`src/rtl/clock_pkg.sv`:
```
package clock_pkg;
  localparam int UNIT_W = 4;
  localparam int TENS_W = 3;
  localparam int WORD_W = TENS_W + UNIT_W;
  localparam int SEG_W = 7;
  localparam int STAGES = 3;
  localparam int DIGITS = 2 * STAGES;

  // terminal value per stage: index 0 seconds, 1 minutes, 2 hours
  localparam int LAST_TENS [STAGES] = '{5, 5, 2};
  localparam int LAST_UNITS [STAGES] = '{9, 9, 3};

  typedef logic [WORD_W-1:0] bcdWord_t;

  typedef struct packed {
    logic clear;
    logic secInc;
    logic minInc;
    logic hourInc;
  } clkStrobe_t;
endpackage

```
`src/rtl/bcd_next.sv`:
```
module bcd_next
  import clock_pkg::*;
#(
  parameter int TENS_LAST = 5,
  parameter int UNITS_LAST = 9
) (
  input  bcdWord_t curWord,
  input  logic     clear,
  input  logic     inc,
  output bcdWord_t nextWord
);
  localparam logic [TENS_W-1:0] TensMax = TENS_W'(TENS_LAST);
  localparam bcdWord_t LastWord = bcdWord_t'((TENS_LAST << UNIT_W) + UNITS_LAST);
  localparam logic [UNIT_W-1:0] UnitNine = UNIT_W'(9);

  logic [UNIT_W-1:0] units;
  logic [TENS_W-1:0] tens;
  logic legal;

  assign units = curWord[UNIT_W-1:0];
  assign tens = curWord[WORD_W-1:UNIT_W];
  assign legal = (units <= UnitNine) && (tens <= TensMax) && (curWord <= LastWord);

  always_comb begin
    nextWord = curWord;
    if (clear) begin
      nextWord = '0;
    end else if (inc) begin
      if (!legal || curWord == LastWord) begin
        nextWord = '0;
      end else if (units == UnitNine) begin
        nextWord = curWord + bcdWord_t'(7);
      end else begin
        nextWord = curWord + bcdWord_t'(1);
      end
    end
  end
endmodule

```
`src/rtl/seg_decoder.sv`:
```
module seg_decoder
  import clock_pkg::*;
#(
  parameter int MAX_DIGIT = 9
) (
  input  logic [UNIT_W-1:0] digit,
  output logic [SEG_W-1:0]  seg
);
  localparam logic [UNIT_W-1:0] DigitMax = UNIT_W'(MAX_DIGIT);

  always_comb begin
    seg = '0;
    if (digit <= DigitMax) begin
      case (digit)
        4'd0: seg = 7'b1111110;
        4'd1: seg = 7'b0110000;
        4'd2: seg = 7'b1101101;
        4'd3: seg = 7'b1111001;
        4'd4: seg = 7'b0110011;
        4'd5: seg = 7'b1011011;
        4'd6: seg = 7'b1011111;
        4'd7: seg = 7'b1110000;
        4'd8: seg = 7'b1111111;
        4'd9: seg = 7'b1111011;
        default: seg = '0;
      endcase
    end
  end
endmodule

```
`src/rtl/clock_ctrl.sv`:
```
module clock_ctrl
  import clock_pkg::*;
(
  input  logic       secTick,
  input  logic       clearN,
  input  logic       minSetN,
  input  logic       hourSetN,
  input  logic [1:0] atEnd,
  output clkStrobe_t strobe
);
  logic secCarry;
  logic minCarry;

  always_comb begin
    secCarry = secTick && atEnd[0];
    strobe.clear = !clearN;
    strobe.secInc = secTick;
    strobe.minInc = minSetN ? secCarry : secTick;
    minCarry = strobe.minInc && atEnd[1];
    strobe.hourInc = hourSetN ? minCarry : secTick;
  end
endmodule

```
`src/rtl/clock_datapath.sv`:
```
module clock_datapath
  import clock_pkg::*;
(
  input  logic                     clk,
  input  clkStrobe_t               strobe,
  output logic [STAGES-1:0][WORD_W-1:0] words,
  output logic [1:0]               atEnd,
  output logic                     chime
);
  logic [STAGES-1:0] incVec;
  logic [STAGES-1:0][WORD_W-1:0] nextWords;

  assign incVec = {strobe.hourInc, strobe.minInc, strobe.secInc};

  for (genvar i = 0; i < STAGES; i++) begin : g_stage
    bcd_next #(
      .TENS_LAST (LAST_TENS[i]),
      .UNITS_LAST(LAST_UNITS[i])
    ) u_next (
      .curWord (words[i]),
      .clear   (strobe.clear),
      .inc     (incVec[i]),
      .nextWord(nextWords[i])
    );

    if (i < 2) begin : g_end
      assign atEnd[i] = (words[i] == bcdWord_t'((LAST_TENS[i] << UNIT_W) + LAST_UNITS[i]));
    end
  end

  always_ff @(posedge clk) begin
    words <= nextWords;
    chime <= !strobe.clear && strobe.secInc && (nextWords[0] == '0) && (nextWords[1] == '0);
  end
endmodule

```
`src/rtl/clock_core.sv`:
```
module clock_core
  import clock_pkg::*;
(
  input  logic        clk,
  input  logic        secTick,
  input  logic        clearN,
  input  logic        minSetN,
  input  logic        hourSetN,
  output logic [6:0]  secBcd,
  output logic [6:0]  minBcd,
  output logic [6:0]  hourBcd,
  output logic        chime,
  output logic [41:0] segOut
);
  clkStrobe_t strobe;
  logic [STAGES-1:0][WORD_W-1:0] words;
  logic [1:0] atEnd;

  clock_ctrl u_ctrl (
    .secTick (secTick),
    .clearN  (clearN),
    .minSetN (minSetN),
    .hourSetN(hourSetN),
    .atEnd   (atEnd),
    .strobe  (strobe)
  );

  clock_datapath u_dp (
    .clk   (clk),
    .strobe(strobe),
    .words (words),
    .atEnd (atEnd),
    .chime (chime)
  );

  assign secBcd = words[0];
  assign minBcd = words[1];
  assign hourBcd = words[2];

  for (genvar k = 0; k < DIGITS; k++) begin : g_digit
    localparam int MaxD = (k % 2 == 0) ? 9 : LAST_TENS[k / 2];
    logic [UNIT_W-1:0] digit;
    if (k % 2 == 0) begin : g_lo
      assign digit = words[k / 2][UNIT_W-1:0];
    end else begin : g_hi
      assign digit = {1'b0, words[k / 2][WORD_W-1:UNIT_W]};
    end
    seg_decoder #(.MAX_DIGIT(MaxD)) u_seg (
      .digit(digit),
      .seg  (segOut[k*SEG_W +: SEG_W])
    );
  end
endmodule

```
`config.mk`:
```
export PLATFORM = sky130hd
export DESIGN_NAME = clock_core
export DESIGN_NICKNAME = d
export VERILOG_FILES = /design/src/rtl/clock_pkg.sv /design/src/rtl/bcd_next.sv /design/src/rtl/seg_decoder.sv /design/src/rtl/clock_ctrl.sv /design/src/rtl/clock_datapath.sv /design/src/rtl/clock_core.sv
export SDC_FILE = /design/constraint.sdc
export NUM_CORES = 1
export LEC_CHECK = 0
export ABC_CLOCK_PERIOD_IN_PS = 2100
export BUFFER_PORTS_ARGS = -buffer_cell sky130_fd_sc_hd__clkbuf_2
export CAP_MARGIN = 20
export CORE_MARGIN = 2
export CORE_UTILIZATION = 47
export CTS_CLUSTER_SIZE = 28
export DETAILED_ROUTE_END_ITERATION = 6
export PLACE_DENSITY = 0.86
export SLEW_MARGIN = 5
export SYNTH_ARGS = -nofsm -noshare
export SYNTH_HDL_FRONTEND = slang
export SYNTH_HIERARCHICAL = 1
export SYNTH_SLANG_ARGS = --single-unit
```
`constraint.sdc`:
```
create_clock -name clk -period 2.1 [get_ports clk]
set_input_delay 0.105 -clock clk [delete_from_list [all_inputs] [get_ports clk]]
set_output_delay 0.105 -clock clk [all_outputs]
set_load 0.005 [all_outputs]
```
## After elaboration in Yosys (flattened, before gate mapping)

Memory sizes are Yosys's and may differ from the RTL's. A register that Yosys moved wholly into a read port is not among the register bits.
Index checks and enable logic that the tools add are counted.

| storage, ports and cells | value |
|---|---|
| register bits | 22 |
| ROM bits | 672 |
| input port bits | 5 |
| word-level logic and storage cells | 75 |
| memories kept | 6 |

Memories:

| memory | depth | width | rd ports | clocked after memory_dff | wr ports | RTL line | source |
|---|---|---|---|---|---|---|---|
| (no name shown) | 16 | 7 | 1 | 1 | 0 | seg_decoder.sv:14 | `case (digit)` |
| (no name shown) | 16 | 7 | 1 | 1 | 0 | seg_decoder.sv:14 |  |
| (no name shown) | 16 | 7 | 1 | 1 | 0 | seg_decoder.sv:14 |  |
| (no name shown) | 16 | 7 | 1 | 1 | 0 | seg_decoder.sv:14 |  |
| (no name shown) | 16 | 7 | 1 | 1 | 0 | seg_decoder.sv:14 |  |
| (no name shown) | 16 | 7 | 1 | 1 | 0 | seg_decoder.sv:14 |  |

| cells by class | value |
|---|---|
| add/subtract/negate cells | 6 |
| $lt $le $gt $ge | 12 |
| equality and inequality tests | 6 |
| mux-type cells | 22 |
| reduce and logical (&&, ||, !) cells | 19 |

Operators with widths:

| operator | count |
|---|---|
| $mux W7 | 16 |
| $add A7 B1 Y7 const B | 3 |
| $add A7 B3 Y7 const B | 3 |
| $mux W4 | 4 |
| $eq A7 B7 Y1 const B | 2 |
| $le A7 B7 Y1 const B | 2 |
| $logic_not A7 Y1 | 2 |
| $eq A4 B4 Y1 const B | 3 |
| $le A3 B3 Y1 const B | 4 |
| $le A4 B4 Y1 const B | 3 |
| $logic_and A1 B1 Y1 | 11 |
| $eq A7 B6 Y1 const B | 1 |
| $le A7 B6 Y1 const B | 1 |
| $le A3 B2 Y1 const B | 2 |
| $logic_not A1 Y1 | 3 |
| $logic_or A1 B1 Y1 | 3 |
| $mux W1 | 2 |

## Longest topological paths before layout

Gate-level depths: netlist of run 1.

| depth | value |
|---|---|
| depth in word-level cells | 11 |
| gate-level depth with buffers | 11 |
| mapped depth without buffers | 10 |

## Cells and area by module

The synthesis of run 1 kept the hierarchy.

By module, submodules not included:

| module | times used | cells each | area an instance (um^2) | seq. area each (um^2) |
|---|---|---|---|---|
| clock_datapath | 1 | 31 | 514.2 | 440.4 |
| bcd_next (u_dp.g_stage[0].u_next ...) | 2 | 40 | 255.2 | 0.0 |
| seg_decoder (g_digit[2].u_seg ...) | 2 | 34 | 249.0 | 0.0 |
| seg_decoder (g_digit[1].u_seg ...) | 2 | 27 | 236.5 | 0.0 |
| bcd_next (u_dp.g_stage[2].u_next) | 1 | 43 | 285.3 | 0.0 |
| seg_decoder (g_digit[0].u_seg) | 1 | 32 | 227.7 | 0.0 |
| seg_decoder (g_digit[5].u_seg) | 1 | 16 | 131.4 | 0.0 |
| clock_ctrl | 1 | 7 | 48.8 | 0.0 |
| clock_core | 1 | 1 | 3.8 | 0.0 |

## Worst setup path after synthesis of run 1

OpenSTA, ideal clock, no wires.

| timing | value |
|---|---|
| path type | register to register |
| start | register u_dp/words[1] in the netlist's numbering |
| end | register u_dp.chime |
| arrival time | 2,075 ps |
| path slack | -36 ps |
| cell stages (with the launch flop) | 11 |
| buffers on the path | 1 |
| period minus slack after synthesis | 2,136 ps |
| path through | dfxtp_1 nor4bb_1 and4b_1 nor2b_4 nor2_1 buf_2 nand2_1 o21ai_2 nor2_1 nor4_1 and4_1 |

RTL lines:

| what | RTL line | source |
|---|---|---|
| from (decl) | clock_datapath.sv:6 | `output logic [STAGES-1:0][WORD_W-1:0] words,` |
| from (signal assigned) | clock_datapath.sv:32 | `words <= nextWords;` |
| to (signal assigned) | clock_datapath.sv:33 | `chime <= !strobe.clear && strobe.secInc && (nextWords[0] == '0) && (nextWords[1] == '0);` |
| to (decl) | clock_datapath.sv:8 | `output logic chime` |

==> results of run 1 <==
[flip-flops by register name, indices dropped and copies added (netlist names)]
name,flops
u_dp/chime,1
u_dp/words,21
[report_power, final]
part           switching, mW  leakage [nW]  internal, mW
Clock                  0.151        0.0357         0.255
Sequential            0.0161         0.179         0.429
Combinational          0.176          1.23         0.151
[through the flow]
step	hold slack (ps)	power, mW	setup slack, ps	instances	utilization [%]
6_report	325	1.18	-53.3	492	60.6
5_1_grt	376	1.23	-156	492	60.6
4_1_cts	313	1.17	-38.0	491	59.1
3_5_place_dp	494	0.763	-81.8	487	57.6
3_3_place_gp	501	0.754	36.5	487	57.6
2_1_floorplan	389	0.658	30.0	348	-
[final timing paths]
kind / start / endpoint / slack, ps / cells after the start
max: u_dp/words[0] / u_dp/chime / -50 / 11
min: hourSetN / u_dp/words[17] / 330 / 5
max reg2reg: u_dp/words[0] / u_dp/chime / -50 / 11
min reg2reg: u_dp/words[20] / u_dp/words[20] / 580 / 2
[placed cells by master, fill, tap and decap left out, types with 4 or more instances in the layout]
master / Yosys / final
sky130_fd_sc_hd__xnor2_1: 5 / 5
sky130_fd_sc_hd__ha_1: 42 / 42
sky130_fd_sc_hd__buf_4: 1 / 19
sky130_fd_sc_hd__nor2_1: 49 / 46
sky130_fd_sc_hd__a21oi_1: 19 / 18
sky130_fd_sc_hd__a31oi_1: 4 / 4
sky130_fd_sc_hd__nand3_1: 5 / 5
sky130_fd_sc_hd__mux2i_1: 8 / 8
sky130_fd_sc_hd__o211ai_1: 6 / 6
sky130_fd_sc_hd__inv_1: 21 / 21
sky130_fd_sc_hd__nor2b_1: 5 / 5
sky130_fd_sc_hd__clkbuf_2: 2 / 68
sky130_fd_sc_hd__dfxtp_1: 22 / 19
sky130_fd_sc_hd__nor3_1: 10 / 10
sky130_fd_sc_hd__nor2_2: 2 / 4
sky130_fd_sc_hd__nor3b_1: 4 / 4
sky130_fd_sc_hd__o21ai_0: 8 / 8
sky130_fd_sc_hd__conb_1: 1 / 17
sky130_fd_sc_hd__o21a_1: 5 / 5
sky130_fd_sc_hd__a211oi_2: 6 / 6
sky130_fd_sc_hd__nor4_1: 6 / 4
sky130_fd_sc_hd__nand2_1: 19 / 18
sky130_fd_sc_hd__nand2b_1: 4 / 4
[final cells by class]
type	count	share of cell area, %
multi-input combinational	283	64.0
timing repair buffer	89	15.4
sequential	22	13.3
tap	72	2.70
inverter	22	2.47
clock buffer	3	1.24
clock inverter	1	0.900
[critical path: cells and delay by family, from the launching register on]
kind	cells	cell delay (ps)
AO/OA/AOI/OAI	3	640
buffers and inverters	2	310
flip-flops	1	320
AND/OR/NAND/NOR	6	760
[per-layer routing]
| metal | up-vias | GRT usage [%] | wire, µm |
|---|---|---|---|
| met5 | - | 0 | 0 |
| met4 | 0 | 2.07 | 14 |
| met3 | 2 | 1.92 | 226 |
| met2 | 56 | 33.4 | 3060 |
| met1 | 1197 | 24.3 | 2850 |
| li1 | 1323 | - | - |
[cells in the mapped netlist, types with 8 or more instances]
cell type                 instances
sky130_fd_sc_hd__a21oi_1         19
sky130_fd_sc_hd__inv_1           21
sky130_fd_sc_hd__nand2_1         19
sky130_fd_sc_hd__buf_2            9
sky130_fd_sc_hd__nor3_1          10
sky130_fd_sc_hd__ha_1            42
sky130_fd_sc_hd__o21ai_0          8
sky130_fd_sc_hd__buf_6            9
sky130_fd_sc_hd__nor2_1          49
sky130_fd_sc_hd__dfxtp_1         22
sky130_fd_sc_hd__mux2i_1          8
[kinds of logic (layout without fill, tap and decap cells)]
kind of cell    Yosys count  count (layout)  share of synthesized area [%]
compound gates           78              78                           22.6
xor+xnor                  8               8                           2.60
fa+ha+maj                42              42                           19.5
buf+inv                  43             115                           9.15
flops                    22              22                           16.4
mux                       8               8                           2.97
other cells               1              17                          0.139
simple gates            130             130                           26.6
[what timing repair did]
item / CTS / global route
hold endpoints to repair: 0 / 0
setup endpoints to repair: 1 / 5
gates cloned: 0 / 0
setup buffers: 0 / 1
gates resized for setup: 2 / 15
pin swaps: 0 / 8
==> flow_results.org, run 1 <==
** Clock tree
- Clock slew at the register clock pins of the worst setup and hold paths :: 90 ps
- TritonCTS built the clock tree.
- CTS Buf Count :: 3
- Hold bufs inserted after CTS :: 0
- Buffer levels on the longest clock path :: 2
- The tree is rooted in a sky130_fd_sc_hd__clkbuf_8.
- Number of H-tree branching levels :: 1
- Clock tree synthesis found a total of 22 sinks.
- Later-pin clock latency in the skew report :: 270 ps

** Synthesis
- Yosys attributes the largest share of cell area to sky130_fd_sc_hd__ha_1 20%, sky130_fd_sc_hd__dfxtp_1 16%, sky130_fd_sc_hd__nor2_1 6.8%.
- Counting flops with an async set or reset pin after synthesis yields a share of 0%.
- Yosys printed 6 warnings.
- Synthesized flop and latch total :: 22
- The share of the Yosys chip area taken by registers is 16.4%.
- Synthesis instantiated 60 different standard cells from the library.
- Summed over its instances, the top area cell type makes up 19.5% of the synthesized netlist area.
- The largest total area in the synthesized netlist belongs to sky130_fd_sc_hd__ha_1.
- Leading register cell type out of synthesis :: sky130_fd_sc_hd__dfxtp_1
- Synth Instances :: 332
- Avg Cell Area, Syn :: 8.11 µm²
- After synthesis the cells add up to 0.00269 mm².
- Counting flops with a built-in enable in the synthesized netlist gives 0.

** Layout
- Nets@finish :: 468
- Diodes inserted :: 0
- From synthesis to final layout, the design area changed by 24.0%.
- Area used by multi-input combinational logic :: 0.00214 mm²
- Counting the fill cells in the layout gives 459.
- Layout cells sized above 1 :: 32.1%
- With fillers left out, the area of the finished cells amounts to 0.00334 mm².
- Summing all flip-flop and latch instances after layout gives 444 µm².

** Power
- Cell Pwr Density :: 353 mW/mm²
- Maximum VDD drop :: 0.315 mV
- Leakage dissipation :: 1.44 nW

** Global route
- First-pass GRT wire length :: 9.91 mm
- Initial antenna violation count :: 0
- Total track usage :: 18.5%
- Via count of the first global-routing pass :: 2257
- Entering global routing, the biggest net connects 23 pins.
- Global route overflow :: 0

** Critical path
- Crit path kind :: flop to flop
- The slowest stage of the critical path belongs to the cell sky130_fd_sc_hd__dfxtp_2.
- The worst setup path is launched from a flop.
- Delay of the slowest cell on the worst path :: 320 ps
- Data required time of the critical path :: 2270 ps
- Critical path peak fanout :: 8
- Cell-by-cell trace of the critical path :: nor4bb_2, and4b_1, nor2b_4, nor2_1, buf_4, a31oi_1, o21ai_4, buf_12, a2111oi_4, nor4_2, and4_1
- The worst setup path is captured at a flop.
- For the worst setup path, the data arrival time is 2320 ps.

** Status
- Violations in the final reports :: negative setup slack
- The run finished, with violations left.

** Timing
- Fin Setup TNS :: -53.3 ps
- Once routing completed, OpenROAD measured the worst setup slack at -53.3 ps.
- Final number of setup-violating endpoints :: 1
- Counting I/O delays and the setup requirement, the final critical path takes 2150 ps.
- Clock skew :: 4.63 ps
- The final-report hold violation count was 0.
- Peak Freq :: 464 MHz
- Setup repair after global routing could not meet its margin everywhere.
- The number of max-slew violations in the final report was 0.
- Fraction of the cycle the final worst path needs :: 103%

** Drt
- After detailed routing, the number of remaining DRC violations is 0.
- Using the TritonRoute via totals, the vias-per-cell ratio works out to 5.24.
- Number of DRC markers in iteration 0 :: 163
- Via count of the routed design :: 2578
- Antenna Nets Post-Route :: 0
- Routed length per instance :: 12.5 µm
- Routed wire length :: 6.15 mm
- The first detailed-routing pass took 4 iterations.

** Floorplanning
- The die is 79.7 µm tall.
- Width of the die :: 79.7 µm
- Die Area :: 0.00635 mm²
- Core Box Area :: 0.00551 mm²
- Initial Util :: 48.9%
- For this design the top-level I/O count stands at 69.
- Placement row count :: 27

** Place
- Global placement routability congestion :: 0.815
- Placed inst area :: 0.00317 mm²
- DPL Wire Length :: 4.47 mm
- In this run the tool buffered the top-level ports with 68 buffer cells.

** Run
- Max_cap viols :: 0

** Hold path
- Hold Path Class :: input pin to flop
Power figures use the tool's default switching activity.
==> inputs of run 2 (changes only) <==
--- a/config.mk
+++ b/config.mk
@@ -5,14 +5,14 @@
 export SDC_FILE = /design/constraint.sdc
 export NUM_CORES = 1
 export LEC_CHECK = 0
-export ABC_CLOCK_PERIOD_IN_PS = 2100
+export ABC_CLOCK_PERIOD_IN_PS = 2600
 export BUFFER_PORTS_ARGS = -buffer_cell sky130_fd_sc_hd__clkbuf_2
 export CAP_MARGIN = 20
 export CORE_MARGIN = 2
-export CORE_UTILIZATION = 47
+export CORE_UTILIZATION = 56
 export CTS_CLUSTER_SIZE = 28
 export DETAILED_ROUTE_END_ITERATION = 6
-export PLACE_DENSITY = 0.86
+export PLACE_DENSITY = 0.95
 export SLEW_MARGIN = 5
 export SYNTH_ARGS = -nofsm -noshare
 export SYNTH_HDL_FRONTEND = slang
==> constraint.sdc (replaced) <==
create_clock -name clk -period 2.6 [get_ports clk]
set_input_delay 0.13 -clock clk [delete_from_list [all_inputs] [get_ports clk]]
set_output_delay 0.13 -clock clk [all_outputs]
set_load 0.1 [all_outputs]
==> run 2 against run 1 <==
Compared with the run above: cell count fell by 6.7%; via count fell by 0.70%; the run now ends clean; largest power group is now combinational cells; clock skew barely moved; global-route usage rose by 4.2 points; clock power fell by 22%; register-to-register slack improved by 250 ps; core utilization rose by 12 points; critical path depth fell by 5; final area rose by 1.6%; clock-buffer cell count did not move; sequential share of layout area rose by 0.56 points; wire length fell by 1.1%.
==> flow_results.org, run 2 (synthesis results as in run 1) <==
** Status
- The flow ran to the end, and the final reports show no timing, DRC or antenna violations.

** Layout
- The post-route standard cell area excluding fillers came to 0.00339 mm² (+1.6%).
- The register with the most flip-flops in the final layout is u_dp/words.
- Commonest cells after routing, fill and taps aside :: 68 x sky130_fd_sc_hd__clkbuf_2, 42 x sky130_fd_sc_hd__nor2_1, 42 x sky130_fd_sc_hd__ha_1
- Regs by FF count :: u_dp/words (21), u_dp/chime (1)
- Relative to the synthesized area, the layout overhead comes to 26.0%.
- Most common cell after layout, fill and taps aside :: sky130_fd_sc_hd__clkbuf_2
- The fill cell total of the finished layout came to 358 (-22%).
- The number of diodes added for antenna fixing was 0 (unchanged).
- The ratio of cells with drive above 1 in the final layout came to 36.0% (+3.9 points).
- Nets@finish :: 453 (-3.2%)
- Number of flip-flops in the largest register :: 21 (unchanged)

** Floorplanning
- The width of the chip is 73.3 µm (-8.0%).
- The I/O pin total came to 69 (unchanged).
- The initial core utilization came to 57.4% (+8.5 points).
- Die Y :: 73.3 µm (-8.0%)
- The die area was 0.00538 mm² (-15%).
- Placement row count :: 25 (-7.4%)
- The core outline area came to 0.00469 mm² (-15%).

** Timing
- Final critical delay including setup and external delays :: 2460 ps
- Of the available clock period, the critical path in the final layout requires 94.7%.
- The final setup skew is 4.51 ps (-0.121 ps).
- Tightest hold margin :: 354 ps (+28.9 ps)
- Final number of setup-violating endpoints :: 0 (-1)
- The least setup slack across all paths after layout is 138 ps (+192 ps).
- Peak Freq :: 406 MHz
- Measured slew at the worst slew-check pin :: 808 ps
- Measured against its own limit, the worst slew margin works out to 46.1%.
- Setup repair after global routing missed its margin :: no
- Total count of hold-check failures in the final report :: 0 (unchanged)
- Pins over their slew limit :: 0 (unchanged)

** Place
- The count of input and output buffers came to 68 (unchanged).
- The placement-stage cell area is 0.00331 mm² (+4.5%).
- The HPWL after detailed placement was 4.68 mm (+4.8%).
- Global placement routability congestion :: 0.845 (+3.7%)
- The pre-CTS setup slack is 200 ps (+282 ps).

** Clock tree
- CTS root buf :: sky130_fd_sc_hd__clkbuf_8
- Number of setup buffers added after CTS :: 0 (unchanged)
- Clock slew at the register clock pins of the worst setup and hold paths :: 80 ps (about the same)
- Number of H-tree branching levels :: 1 (unchanged)
- Buffer levels on the longest clock path :: 2 (unchanged)
- CTS Buf Count :: 3 (unchanged)
- TritonCTS built the clock tree.
- The clock insertion delay at the later pin of the skew report is 260 ps (about the same).
- CTS sink count :: 22 (unchanged)

** Critical path
- The worst path required time came to 2470 ps (+200 ps).
- Slowest cell on crit path :: sky130_fd_sc_hd__nor3b_4
- STA classifies the critical path startpoint as a flop.
- The worst setup path is captured at an output pin.
- Cell-by-cell trace of the critical path :: inv_1, ha_1, nor3b_4, buf_4, nor3_4, clkbuf_2
- The largest fanout of any net on the critical path was 10 (+2).
- The critical path is of the flop to output pin type.
- Delay of the slowest cell on the worst path :: 540 ps (+220 ps)
- The number of buffer and inverter stages on the critical path was 3 (+1).
- Data arrival, critical path :: 2330 ps (about the same)
- CP top delay family :: buffers and inverters

** Drt
- The total DRC errors in the routed layout was 0 (unchanged).
- Via density per instance :: 5.58 (+6.4%)
- The number of nets still failing antenna checks after routing came to 0 (unchanged).
- 1st-pass router iterations :: 4 (unchanged)
- Routed length per instance :: 13.3 µm (+6.0%)
- The count of vias placed by the detailed router was 2560 (-0.70%).
- The total length of routed wires was 6.09 mm (-1.1%).
- Number of DRC markers in iteration 0 :: 113 (-31%)

** Hold path
- Hold Path Class :: input pin to flop

** Global route
- Initial antenna violation count :: 0 (unchanged)
- Largest net degree at the start of global routing :: 26 (+13%)
- Total track usage :: 22.6% (+4.2 points)
- The remaining global-route overflow is 0 (unchanged).
- First-pass GRT wire length :: 9.94 mm (+0.28%)
- The via count of the first global-routing pass was 2236 (-0.93%).

** Run
- Max_cap viols :: 0 (unchanged)

** Power
- Leakage dissipation :: 1.43 nW (-1.1%)
- Maximum VDD drop :: 0.255 mV (-19%)
- Cell Pwr Density :: 382 mW/mm² (+8.3%)
- Total power of the final layout :: 1.30 mW (+10%)
## run 2: cell count changes in the layout (fill, tap and decap cells not counted), sizes merged
cell | previous run | this run
buf | 21 | 6
## run 2: per-stage QoR
stage / utilization (%) / TNS (ps) / std cells
finish: 72.3 / 0 / 459
detailed placement: 70.6 / 0 / 455
global placement: 70.6 / 0 / 455
global route: 72.3 / 0 / 459
CTS: 72.1 / 0 / 459
floorplan: - / -133 / 348
## run 2: worst register-to-register path, cell delays in order, from the launching register on
cell	delay, ps
sky130_fd_sc_hd__dfxtp_2	460
sky130_fd_sc_hd__nor4bb_1	320
sky130_fd_sc_hd__and4b_1	280
sky130_fd_sc_hd__nor2b_4	50
sky130_fd_sc_hd__nor2_1	80
sky130_fd_sc_hd__buf_4	180
sky130_fd_sc_hd__nand2_1	110
sky130_fd_sc_hd__o21ai_4	240
sky130_fd_sc_hd__o21ba_1	200
sky130_fd_sc_hd__nor4_1	200
sky130_fd_sc_hd__and4_1	230
## run 2: where the power goes
group | internal [mW] | switching (mW)
Sequential | 0.345 | 0.0283
Clock | 0.206 | 0.111
Combinational | 0.122 | 0.484
## run 2: routing by layer
layer / vias up / routed length [µm] / GRT usage [%]
met5: - / 0 / 0
li1: 1285 / - / -
met4: 0 / 27 / 5.25
met2: 70 / 3220 / 41.4
met1: 1201 / 2600 / 27.8
met3: 4 / 240 / 3.43
## run 2: final timing paths
check                                    start              to  slack (ps)  depth (start not counted)
worst max register to register   u_dp/words[3]      u_dp/chime         200                         10
worst max-delay path            u_dp/words[11]      segOut[22]         140                          6
worst min-delay path                   secTick   u_dp/words[0]         350                          3
worst min register to register  u_dp/words[14]  u_dp/words[14]         630                          2
## run 2: final cells by class
type	count	area [µm²]	area share (%)
Clock buffer	3	41.3	1.22
Clock inverter	1	30.0	0.885
Timing Repair Buffer	74	385	11.4
Multi-Input combinational cell	283	2310	68.2
Inverter	22	82.6	2.43
Tap cell	54	67.6	1.99
Sequential cell	22	470	13.9
## run 2: repair_timing
action                                  4_1_cts  5_1_grt
hold buffers                                  0        0
resized for setup                             0        1
endpoints found under the setup margin        0        1
==> inputs of run 3 (changes only) <==
--- a/config.mk
+++ b/config.mk
@@ -5,14 +5,14 @@
 export SDC_FILE = /design/constraint.sdc
 export NUM_CORES = 1
 export LEC_CHECK = 0
-export ABC_CLOCK_PERIOD_IN_PS = 2600
+export ABC_CLOCK_PERIOD_IN_PS = 2100
 export BUFFER_PORTS_ARGS = -buffer_cell sky130_fd_sc_hd__clkbuf_2
 export CAP_MARGIN = 20
 export CORE_MARGIN = 2
-export CORE_UTILIZATION = 56
+export CORE_UTILIZATION = 47
 export CTS_CLUSTER_SIZE = 28
 export DETAILED_ROUTE_END_ITERATION = 6
-export PLACE_DENSITY = 0.95
+export PLACE_DENSITY = 0.86
 export SLEW_MARGIN = 5
 export SYNTH_ARGS = -nofsm -noshare
 export SYNTH_HDL_FRONTEND = slang
==> constraint.sdc (replaced) <==
create_clock -name clk -period 2.1 [get_ports clk]
set_input_delay 0.105 -clock clk [delete_from_list [all_inputs] [get_ports clk]]
set_output_delay 0.105 -clock clk [all_outputs]
set_load 0.1 [all_outputs]
==> run 3 against run 2 <==
Compared with the run above: the flow now finishes with violations (negative setup slack); global-route usage fell by 2.4 points; first-iteration DRC count grew 71%; register-to-register slack worse by 320 ps; clock skew decreased by 1.1 ps; largest cell class unchanged; sequential power rose by 19%; core utilization decreased by 0.54 points; power increased by 31%; cell count up 7.4%; largest power group unchanged.
==> flow_results.org, run 3 (synthesis results as in run 1) <==
** Critical path
- The worst path required time was 2310 ps (-160 ps).
- The peak per-stage delay on the critical path was 350 ps (-190 ps).
- The arrival time of data at the critical path endpoint came to 2430 ps (+100 ps).
- The depth of the most critical reg-to-reg path came to 10 (unchanged).
- The worst register-to-register path ends at u_dp/chime.
- Traced cell by cell, the critical path runs through nor4bb_2, and4b_1, nor2b_4, nor2_4, buf_6, nand2_4, o21ai_4, o21ba_4, nor4_2, and4_1.
- Crit path kind :: flop to flop
- The number of buffer and inverter stages on the critical path came to 1 (-2).
- The cell family contributing the most delay on the critical path is simple AND/OR/NAND/NOR gates.
- Slowest cell on crit path :: sky130_fd_sc_hd__dfxtp_4
- In this run the critical register-to-register path is launched from u_dp/words[2].
- Startpoint class of the critical path :: flop
- The register-to-register path setup slack came to -120 ps (-320 ps).
- Critical path peak fanout :: 7 (-3)
- Critical path capture point type :: flop
- Depth of the critical timing path with buffers and inverters included :: 10 (+4)

** Floorplanning
- Core Box Area :: 0.00551 mm² (+17%)
- The row count was 27 (+8.0%).
- Top-Level Pins :: 69 (unchanged)
- The initial core utilization was 48.9% (-8.5 points).
- Width of the die :: 79.7 µm (+8.7%)
- Die Y :: 79.7 µm (+8.7%)
- The die area is 0.00635 mm² (+18%).

** Place
- The post-placement cell count was 483 (+6.2%).
- Number of buffers inserted by port buffering :: 68 (unchanged)
- The routability-driven placement congestion ratio came to 0.859 (+1.7%).
- The pre-CTS setup slack is -130 ps (-330 ps).
- The HPWL after detailed placement was 4.92 mm (+5.2%).

** Drt
- 1st-pass router iterations :: 4 (unchanged)
- Routed wire length :: 6.79 mm (+11%)
- The number of vias per cell came to 5.37 (-3.7%).
- The number of DRC markers in iteration 0 came to 193 (+71%).
- The wire length per cell after detailed routing came to 13.8 µm (+3.8%).
- Detailed-route DRC error count :: 0 (unchanged)
- Antenna Nets Post-Route :: 0 (unchanged)
- Via count of the routed design :: 2647 (+3.4%)

** Status
- The final reports fail on negative setup slack.
- The flow ran to the end, but the final reports show violations.

** Layout
- The number of diodes added for antenna fixing is 0 (unchanged).
- The share of the core filled with cells came to 71.8% (-0.54 points).
- From synthesis to final layout, the design area changed by 46.7%.
- Nets@finish :: 469 (+3.5%)
- The fill cell total of the finished layout is 413 (+15%).
- Fin cells :: 493 (+7.4%)
- The largest registers in the layout are u_dp/words (21), u_dp/chime (1).
- Leaving out fill and tap cells, the most frequent cells in the layout are 47 x sky130_fd_sc_hd__clkbuf_2, 40 x sky130_fd_sc_hd__nor2_1, 31 x sky130_fd_sc_hd__buf_4.
- The ratio of cells with drive above 1 in the final layout is 48.5% (+12 points).
- The number of flip-flops in the largest register came to 21 (unchanged).
- Register name with the most flops :: u_dp/words
- Most common cell after layout, fill and taps aside :: sky130_fd_sc_hd__clkbuf_2

** Power
- The post-route total power was 1.69 mW (+31%).
- Cell Pwr Density :: 429 mW/mm² (+12%)
- The leakage power summed over all cells is 1.60 nW (+12%).
- Maximum VDD drop :: 0.278 mV (+9.2%)

** Global route
- The remaining global-route overflow came to 0 (unchanged).
- First-pass GRT wire length :: 10.7 mm (+7.4%)
- The pin count of the biggest net entering global routing came to 26 (unchanged).
- The global router's overall resource usage was 20.3% (-2.4 points).
- Initial antenna violation count :: 0 (unchanged)
- The via count of the first global-routing pass is 2355 (+5.3%).

** Timing
- The least setup slack across all paths after layout is -116 ps (-254 ps).
- Tightest hold margin :: 385 ps (+30.5 ps)
- The number of max-slew violations in the final report came to 0 (unchanged).
- The relative max-transition margin is 63.2% (+17 points).
- Clock skew :: 3.44 ps (-1.07 ps)
- Derived from the worst setup path, the maximum achievable clock frequency is 451 MHz.
- Measured slew at the worst slew-check pin :: 554 ps (-254 ps)
- The final number of setup-violating endpoints is 1 (+1).
- The final-report hold violation count was 0 (unchanged).
- In the finished design, the share of the clock period the worst path needs comes to 106%.
- Setup repair after global routing could not meet its margin everywhere.
- Final critical delay including setup and external delays :: 2220 ps

** Clock tree
- Later-pin clock latency in the skew report :: 260 ps (about the same)
- TritonCTS clock tree :: yes
- CTS placed an instance of sky130_fd_sc_hd__clkbuf_8 at the clock tree root.
- Hold bufs inserted after CTS :: 0 (unchanged)
- CTS Buf Count :: 3 (unchanged)
- The number of buffers between clock root and the deepest sink came to 2 (unchanged).
- CTS sink count :: 22 (unchanged)
- The post-CTS clock slew at the launch and capture registers of the worst setup and hold paths came to 80 ps (about the same).
- Number of H-tree branching levels :: 1 (unchanged)

** Hold path
- The startpoint identified for the worst hold timing path is secTick.
- Hold Crit Endpoint :: u_dp/words[0]
- Hold Path Class :: input pin to flop
- Cells on Worst Hold Path :: 3 (unchanged)

** Run
- The max-cap violation count is 0 (unchanged).
[run 3: layer usage]
| layer | track usage (%) | routed length [µm] | up-vias |
|---|---|---|---|
| li1 | - | - | 1322 |
| met1 | 25.5 | 2930 | 1232 |
| met2 | 36.1 | 3490 | 83 |
| met5 | 0 | 0 | - |
| met3 | 2.71 | 290 | 10 |
| met4 | 5.52 | 78 | 0 |
[run 3: worst reg2reg max path, stage by stage, from the launching register on]
cell                       delay [ps]
sky130_fd_sc_hd__dfxtp_4          350
sky130_fd_sc_hd__nor4bb_2         280
sky130_fd_sc_hd__and4b_1          280
sky130_fd_sc_hd__nor2b_4           60
sky130_fd_sc_hd__nor2_4           100
sky130_fd_sc_hd__buf_6            130
sky130_fd_sc_hd__nand2_4           60
sky130_fd_sc_hd__o21ai_4          260
sky130_fd_sc_hd__o21ba_4          200
sky130_fd_sc_hd__nor4_2           240
sky130_fd_sc_hd__and4_1           200
[run 3: final cells by class]
type                            count  area [µm²]  area share, %
Multi-Input combinational cell    283        2550           64.4
Sequential cell                    22         503           12.7
Inverter                           22         110           2.79
Clock buffer                        3        41.3           1.04
Tap cell                           72        90.1           2.28
Timing Repair Buffer               90         631           16.0
Clock inverter                      1        30.0          0.760
[run 3: worst max path at each step]
| stage | startpoint | endpoint | slack, ps |
|---|---|---|---|
| 2_1_floorplan | u_dp/words[7] | segOut[16] | -290 |
| 3_3_place_gp | u_dp/words[1] | u_dp/chime | -20 |
| 3_5_place_dp | u_dp/words[1] | u_dp/chime | -130 |
| 4_1_cts | u_dp/words[1] | u_dp/chime | -120 |
| 5_1_grt | u_dp/words[3] | u_dp/chime | -210 |
| 6_report | u_dp/words[2] | u_dp/chime | -120 |
[run 3: where the power goes]
| part | internal (mW) | switching [mW] | leakage (nW) | total [mW] |
|---|---|---|---|---|
| Clock | 0.255 | 0.141 | 0.0357 | 0.396 |
| Combinational | 0.215 | 0.639 | 1.37 | 0.853 |
| Sequential | 0.415 | 0.0292 | 0.192 | 0.444 |
| Total | 0.885 | 0.809 | 1.60 | 1.69 |
[run 3: repair_timing]
action | in CTS | in global routing
pin swaps | 2 | 6
setup buffers | 2 | 3
cloned | 0 | 1
setup endpoints to repair | 12 | 13
resized for setup | 1 | 20
endpoints found under the hold margin | 0 | 0
[run 3: per-stage QoR]
stage | setup TNS (ps) | cell area, µm²
after global routing | -214 | 3950
after detailed placement | -130 | 3740
after global placement | -17.6 | 3740
final | -116 | 3950
after floorplan | -1140 | 3260
after CTS | -115 | 3850
